[config.mk]
export PLATFORM = sky130hd
export DESIGN_NAME = fpsr_unit
export DESIGN_NICKNAME = d
export VERILOG_FILES = /design/src/rtl/fpsr_pkg.sv /design/src/rtl/fpsr_cc_gen.sv /design/src/rtl/fpsr_accrue.sv /design/src/rtl/fpsr_trap_chk.sv /design/src/rtl/fpsr_unit.sv
export SDC_FILE = /design/constraint.sdc
export NUM_CORES = 1
export LEC_CHECK = 0
export ABC_CLOCK_PERIOD_IN_PS = 1100
export BUFFER_PORTS_ARGS = -buffer_cell sky130_fd_sc_hd__buf_2
export CORE_MARGIN = 3
export CORE_UTILIZATION = 44
export DETAILED_ROUTE_END_ITERATION = 10
export GPL_TIMING_DRIVEN = 0
export HOLD_SLACK_MARGIN = 0.12
export PLACE_DENSITY = 0.79
export SLEW_MARGIN = 20
export SYNTH_ARGS = -nofsm -noshare
export SYNTH_HDL_FRONTEND = slang
export SYNTH_SLANG_ARGS = --single-unit
export TNS_END_PERCENT = 10
[constraint.sdc]
create_clock -name clk -period 1.1 [get_ports clk]
set_input_delay 0 -clock clk [delete_from_list [all_inputs] [get_ports clk]]
set_output_delay 0 -clock clk [all_outputs]
set_load 0.05 [all_outputs]
[src/rtl/fpsr_pkg.sv]
package fpsr_pkg;
    localparam int REG_W   = 32;
    localparam int CC_W    = 4;
    localparam int EXC_W   = 8;
    localparam int ACC_W   = 5;
    localparam int CLS_W   = 3;
    localparam int CC_LSB  = 24;
    localparam int EXC_LSB = 8;
    localparam int ACC_LSB = 3;
    localparam int EN_LSB  = 8;

    localparam logic [REG_W-1:0] STATUS_MASK =
        ((REG_W'(1) << CC_W) - 1) << CC_LSB |
        ((REG_W'(1) << EXC_W) - 1) << EXC_LSB |
        ((REG_W'(1) << ACC_W) - 1) << ACC_LSB;
    localparam logic [REG_W-1:0] CTRL_MASK =
        ((REG_W'(1) << EXC_W) - 1) << EN_LSB;

    typedef enum logic [CLS_W-1:0] {
        CLS_NUM  = 3'd0,
        CLS_ZERO = 3'd1,
        CLS_INF  = 3'd2,
        CLS_QNAN = 3'd3,
        CLS_SNAN = 3'd4
    } res_class_e;

    typedef struct packed {
        logic sign;
        res_class_e cls;
    } result_t;

    typedef struct packed {
        logic n;
        logic z;
        logic i;
        logic nan;
    } cc_t;

    typedef struct packed {
        logic bsun;
        logic snan;
        logic operr;
        logic ovfl;
        logic unfl;
        logic dz;
        logic inex2;
        logic inex1;
    } exc_t;

    typedef struct packed {
        logic iop;
        logic ovfl;
        logic unfl;
        logic dz;
        logic inex;
    } acc_t;

    function automatic logic [REG_W-1:0] pack_status(cc_t c, exc_t e, acc_t a);
        logic [REG_W-1:0] w;
        w = '0;
        w[CC_LSB  +: CC_W]  = c;
        w[EXC_LSB +: EXC_W] = e;
        w[ACC_LSB +: ACC_W] = a;
        return w;
    endfunction
endpackage

[src/rtl/fpsr_cc_gen.sv]
module fpsr_cc_gen
    import fpsr_pkg::*;
(
    input  result_t res,
    output cc_t     cc,
    output logic    snan_evt
);
    always_comb begin
        cc       = '0;
        snan_evt = 1'b0;
        cc.n     = res.sign;
        unique case (res.cls)
            CLS_ZERO: cc.z = 1'b1;
            CLS_INF:  cc.i = 1'b1;
            CLS_QNAN: cc.nan = 1'b1;
            CLS_SNAN: begin
                cc.nan   = 1'b1;
                snan_evt = 1'b1;
            end
            default: ;
        endcase
    end
endmodule

[src/rtl/fpsr_accrue.sv]
module fpsr_accrue
    import fpsr_pkg::*;
(
    input  exc_t exc,
    output acc_t acc_set
);
    always_comb begin
        acc_set      = '0;
        acc_set.iop  = exc.bsun | exc.snan | exc.operr;
        acc_set.ovfl = exc.ovfl;
        acc_set.unfl = exc.unfl & exc.inex2;
        acc_set.dz   = exc.dz;
        acc_set.inex = exc.inex1 | exc.inex2 | exc.ovfl;
    end
endmodule

[src/rtl/fpsr_trap_chk.sv]
module fpsr_trap_chk #(
    parameter int W = 8
) (
    input  logic [W-1:0] flags,
    input  logic [W-1:0] enables,
    output logic         trap
);
    logic [W:0] chain;
    assign chain[0] = 1'b0;
    for (genvar k = 0; k < W; k++) begin : g_or
        assign chain[k+1] = chain[k] | (flags[k] & enables[k]);
    end
    assign trap = chain[W];
endmodule

[src/rtl/fpsr_unit.sv]
module fpsr_unit
    import fpsr_pkg::*;
(
    input  logic                 clk,
    input  logic                 rst,
    input  logic                 upd_valid,
    input  logic                 upd_sign,
    input  logic [CLS_W-1:0]     upd_class,
    input  logic [EXC_W-1:0]     upd_exc,
    input  logic                 upd_clr_exc,
    input  logic                 reg_we,
    input  logic                 reg_sel,
    input  logic [REG_W-1:0]     reg_wdata,
    output logic [REG_W-1:0]     reg_rdata,
    output logic                 trap_req
);
    cc_t              cc_q;
    exc_t             exc_q;
    acc_t             acc_q;
    logic [EXC_W-1:0] en_q;

    result_t          res_in;
    cc_t              cc_new;
    logic             snan_evt;
    exc_t             exc_nxt;
    acc_t             acc_set;
    logic [REG_W-1:0] status_word;
    logic [REG_W-1:0] ctrl_word;

    assign res_in.sign = upd_sign;
    assign res_in.cls  = res_class_e'(upd_class);

    fpsr_cc_gen u_cc (
        .res      (res_in),
        .cc       (cc_new),
        .snan_evt (snan_evt)
    );

    always_comb begin
        exc_nxt      = upd_clr_exc ? exc_t'('0) : exc_q;
        exc_nxt      = exc_t'(exc_nxt | exc_t'(upd_exc));
        exc_nxt.snan = exc_nxt.snan | snan_evt;
    end

    fpsr_accrue u_acc (
        .exc     (exc_nxt),
        .acc_set (acc_set)
    );

    always_ff @(posedge clk) begin
        if (rst) begin
            cc_q  <= '0;
            exc_q <= '0;
            acc_q <= '0;
            en_q  <= '0;
        end else if (reg_we) begin
            if (!reg_sel) begin
                cc_q  <= cc_t'(reg_wdata[CC_LSB +: CC_W]);
                exc_q <= exc_t'(reg_wdata[EXC_LSB +: EXC_W]);
                acc_q <= acc_t'(reg_wdata[ACC_LSB +: ACC_W]);
            end else begin
                en_q  <= reg_wdata[EN_LSB +: EXC_W];
            end
        end else if (upd_valid) begin
            cc_q  <= cc_new;
            exc_q <= exc_nxt;
            acc_q <= acc_t'(acc_q | acc_set);
        end
    end

    assign status_word = pack_status(cc_q, exc_q, acc_q);

    always_comb begin
        ctrl_word = '0;
        ctrl_word[EN_LSB +: EXC_W] = en_q;
    end

    assign reg_rdata = reg_sel ? ctrl_word : status_word;

    fpsr_trap_chk #(.W(EXC_W)) u_trap (
        .flags   (exc_q),
        .enables (en_q),
        .trap    (trap_req)
    );

    logic [ACC_W-1:0] acc_bits;
    assign acc_bits = acc_q;

    p_cc_excl_r2: assert property (@(posedge clk) disable iff (rst)
        (upd_valid && !reg_we) |=> $onehot0({cc_q.z, cc_q.i, cc_q.nan}));

    p_snan_r3: assert property (@(posedge clk) disable iff (rst)
        (upd_valid && !reg_we && upd_class == CLS_SNAN) |=> (exc_q.snan && cc_q.nan));

    p_sticky_r9: assert property (@(posedge clk) disable iff (rst)
        !(reg_we && !reg_sel) |=> ((acc_bits & $past(acc_bits)) == $past(acc_bits)));

    p_trap_r10: assert property (@(posedge clk) disable iff (rst)
        (upd_valid && !reg_we && ((upd_exc & en_q) != '0)) |=> trap_req);

    p_wr_prio_r11: assert property (@(posedge clk) disable iff (rst)
        (reg_we && !reg_sel) |=> (status_word == ($past(reg_wdata) & STATUS_MASK)));
endmodule

After elaboration in Yosys (flattened, before gate mapping)

Cells that the tools add are included.

Register bits: 25
Output and inout port bits: 33
Logic and storage cells: 65

Eq/ne operators: 5
Multiplexer cells: 15
Bitwise logic cells: 23
Reduce and logical (&&, ||, !) cells: 4

Operators with widths:

| operator                                                         | number |
|---|---|
| 8-bit two-way mux                                                | 4 |
| 28-bit two-way mux                                               | 1 |
| 5-bit two-way mux                                                | 3 |
| 4-bit two-way mux                                                | 3 |
| 1-bit bitwise OR                                                 | 12 |
| 1-bit AND                                                        | 9 |
| 8-bit bitwise OR                                                 | 1 |
| 3-bit by 2-bit == test with 1-bit output (second input constant) | 2 |
| 5-bit bitwise OR                                                 | 1 |
| 1-bit two-way mux                                                | 4 |
| 2-bit AND reduction                                              | 2 |
| 3-bit by 1-bit == test with 1-bit output (second input constant) | 1 |
| 3-bit == test (second input constant)                            | 1 |
| 2-bit inequality test (second input constant)                    | 1 |
| 2-bit nonzero test                                               | 1 |
| 2-bit OR reduction                                               | 1 |

Longest topological paths before layout

Depth in word-level cells: 8
Mapped depth: 5
Depth with buffers taken out: 4

Hierarchy

Synthesis repeated with hierarchy kept, for this count alone.

Cell total of the unflattened synthesis: 187
Area total of the unflattened synthesis: 1650.3 um2

Modules (own cells, without submodules):

| module        | times used | cells an instance | area each (um2) |
|---|---|---|---|
| fpsr_unit     | 1          | 171               | 1532.7 |
| fpsr_cc_gen   | 1          | 6                 | 46.3 |
| fpsr_trap_chk | 1          | 5                 | 36.3 |
| fpsr_accrue   | 1          | 5                 | 35.0 |

Least setup slack after synthesis

OpenSTA, ideal clock, no wires.

Path kind: register to output
Start: register exc_q[7] (netlist name)
End: output port reg_rdata[15]
Arrival: 1.493 ns
Required time: 1.100 ns
Slack: -0.393 ns
Stages on the path, launching flop included: 3
Buffers on the path: 0
Cell sequence: dfxtp_1 > inv_1 > o21ai_0

Cells in the longest elaborated chain, start to end: 1

RTL lines:

| element                | line            | RTL |
|---|---|---|
| start, declared        | fpsr_unit.sv:18 | `exc_t exc_q;` |
| start signal, assigned | fpsr_unit.sv:59 | `exc_q <= exc_t'(reg_wdata[EXC_LSB +: EXC_W]);` |
| start signal, assigned | fpsr_unit.sv:66 | `exc_q <= exc_nxt;` |
| 28-bit two-way mux     | fpsr_unit.sv:78 | `assign reg_rdata = reg_sel ? ctrl_word : status_word;` |
| end, declared          | fpsr_unit.sv:14 | `output logic [REG_W-1:0] reg_rdata,` |

No other way between the ends.

Worst setup path after layout

Start: register en_q[5]
End: output port trap_req

Cells in the longest elaborated chain, start to end: 4

RTL lines:

| element                        | line                | RTL |
|---|---|---|
| start, declared                | fpsr_unit.sv:20     | `logic [EXC_W-1:0] en_q;` |
| start signal, assigned         | fpsr_unit.sv:62     | `en_q <= reg_wdata[EN_LSB +: EXC_W];` |
| 1-bit AND                      | fpsr_trap_chk.sv:11 | `assign chain[k+1] = chain[k] \| (flags[k] & enables[k]);` |
| 1-bit bitwise OR (3 in series) | fpsr_trap_chk.sv:11 |  |
| end, declared                  | fpsr_unit.sv:15     | `output logic trap_req` |

No other way between the ends.

==> metrics <==
Final Hold Fails=0; Clk pwr share=18.1%; CTS Sinks=25; Fmax=848.8 MHz; vias in the first global route=1693; FF+latch area=520.5 um^2; # port buffers=51; post-synth top area share=32.71%; CP Max Fanout=3; DR vias/cell=5.296; initial drt markers=190; R2R Setup Slk=0 ns; final setup margin=-0.07819 ns; Core Rows=20; GRT overflow=0; number of diodes=0; share of cells above drive strength 1=43.20%; Final period util=107.1%; final setup vio count=9; setup TNS=-0.2936 ns; Synth cell types=41; Peak VDD IR=0.9936 mV; Worst setup SP type=flip-flop; TritonRoute pass-1 iters=4; Avg Synthesized Cell Area=8.096 um^2; synth cell count leaders=25 x dfxtp_1, 19 x nor2_1, 17 x nand2_1, 16 x a21oi_1, 15 x buf_4; part of the power in combinational logic=39.2%; Routed Antenna Nets=0; largest net degree at the start of global routing=14; yosys warns=0; Die ar.=4221 um^2; Max Cap Violations=0; routed vias=1790; DR DRC count=0; CP Data Arrival Time=1.18 ns; CTS H-Tree Depth=1; Die Ht=64.97 um; core region area=3178 um^2; Worst Setup End Kind=primary output; cts bufs inserted=3; Layout fillers=230; Worst-Skew Late Latency=0.33 ns; Die Span X=64.97 um; LEAKAGE=1.081 nW; Post-Syn Instances=189; mapped cell area=1530 um^2; minimum clock period=1.178 ns; top cell type by total area after synthesis=dfxtp_1; area grow syn2layout=59.93%; Multi-input gate area=935.9 um^2; gr usage total=24.98%; worst-case clock buffer depth=2; ys flop type=dfxtp_1; Max-slew headroom=54.93%; Clk pin slew, worst setup/hold paths=0.15 ns; Worst-Margin Slew=0.6760 ns; outcome=finished, violations left; number of synthesized flops with an enable pin=0; Worst Skew=0.008882 ns; critical path class=reg -> out; WL/cell=15.24 um; CTS tree=done; final WL=5150 um; sw frac=37.17%; DP HPWL=2973 um; Pint=0.001508 W; Starting Density=48.15%; sequential cell fraction of total power=42.7%; Design Power=0.002400 W; number of top-level pins=83; failing checks=setup timing; synthesized flop and latch total=25; Seq/Total Area, Yosys=32.71%; count leader, synth=dfxtp_1; first-pass GRT wire length=8190 um; FFs w/ async S/R, synth=0%; Psw=0.0008922 W; Net count, final=345; Placer Congestion=0.8438; HP Class=in -> reg; Pins Over Slew Limit=0; clock root buffer=clkbuf_4; initial antenna violation count=0; power density cells=980.8 nW/um^2; RSZ-0062 raised after global routing=true; Synth area leaders=dfxtp_1 33%, buf_4 7.4%, nor2b_1 5.3%; Critical Path RT=1.10 ns
## area by class of cell
class / instances / area share (%)
repair buffers: 87 / 28.63
flip-flops and latches: 25 / 21.27
well taps: 44 / 2.249
inverters: 3 / 0.4601
multi-input cells: 149 / 38.24
plain buffers: 26 / 8.078
clock buffers: 4 / 1.074
## state kept, by name, summed over array words and instances (netlist names)
signal    flops
acc_bits      5
cc_q          4
en_q          8
exc_q         8
## per-layer routing
layer  part of all wire, %  vias up  GRT usage (%)
met5                     0        -              0
met4                   3.9        0          7.652
met3                   6.6       18          4.853
met1                    38      829          29.06
met2                    51       98          45.59
li1                      -      845              -
## critical path: stages, from the launching register on
cell and delay, ns:
dfxtp_2 0.36, a22oi_2 0.18, nand4_1 0.13, buf_6 0.17
## power groups by stage
stage	registers [W]	logic (W)	clock network (W)
finish	0.00102	0.000941	0.000434
global route	0.00103	0.00100	0.000471
CTS	0.00102	0.000882	0.000439
detailed placement	0.00103	0.000743	0
global placement	0.00103	0.000739	0
floorplan	0.00102	0.000575	0
## cell families (layout without fill, tap and decap cells)
group           Yosys count  after routing  share of synthesized area, %
buf+inv                  29            120                         13.49
mux                       6              6                         4.333
flops                    25             25                         32.71
compound gates           45             45                         18.23
simple gates             83             83                         30.99
other cells               1             15                        0.2451
## cells in the final DEF, fill, tap and decap left out, drive strengths merged, types with 5 or more instances in the layout
master       count
buf             77
dlygate4sd3     32
dfxtp           25
nor2            20
nand2           18
a21oi           16
conb            15
nor2b           14
o21ai           11
nand3           10
a22oi            8
clkbuf           8
nor3             6
mux2             5
a211oi           5
## through the flow
stage / area, um^2 / setup slack (ns) / utilization (%) / instances / hold slack [ns]
floorplan: 1583 / -0.01252 / - / 203 / 0.1475
global placement: 1893 / 0.05716 / 59.57 / 298 / 0.2711
detailed placement: 1893 / 0.04047 / 59.57 / 298 / 0.2713
CTS: 2361 / -0.07964 / 74.29 / 338 / 0.1478
global route: 2447 / -0.1733 / 77.01 / 338 / 0.1969
finish: 2447 / -0.07819 / 77.01 / 338 / 0.1719
## path summary, 6_finish.rpt
kind / startpoint / endpoint / cells after the start
max: en_q[5] / trap_req / 3
min: reg_we / acc_bits[1] / 5
max reg2reg: exc_q[0] / acc_bits[0] / 5
min reg2reg: en_q[2] / en_q[2] / 2
## repair_timing
| item | CTS | global route |
|---|---|---|
| hold buffers | 32 | 0 |
| gates resized for setup | 35 | 37 |
| setup buffers | 4 | 0 |
| setup endpoints to repair | 11 | 40 |
| endpoints found under the hold margin | 25 | 0 |
| pin swaps | 1 | 2 |
No activity file was read; power rests on OpenSTA's default activity.
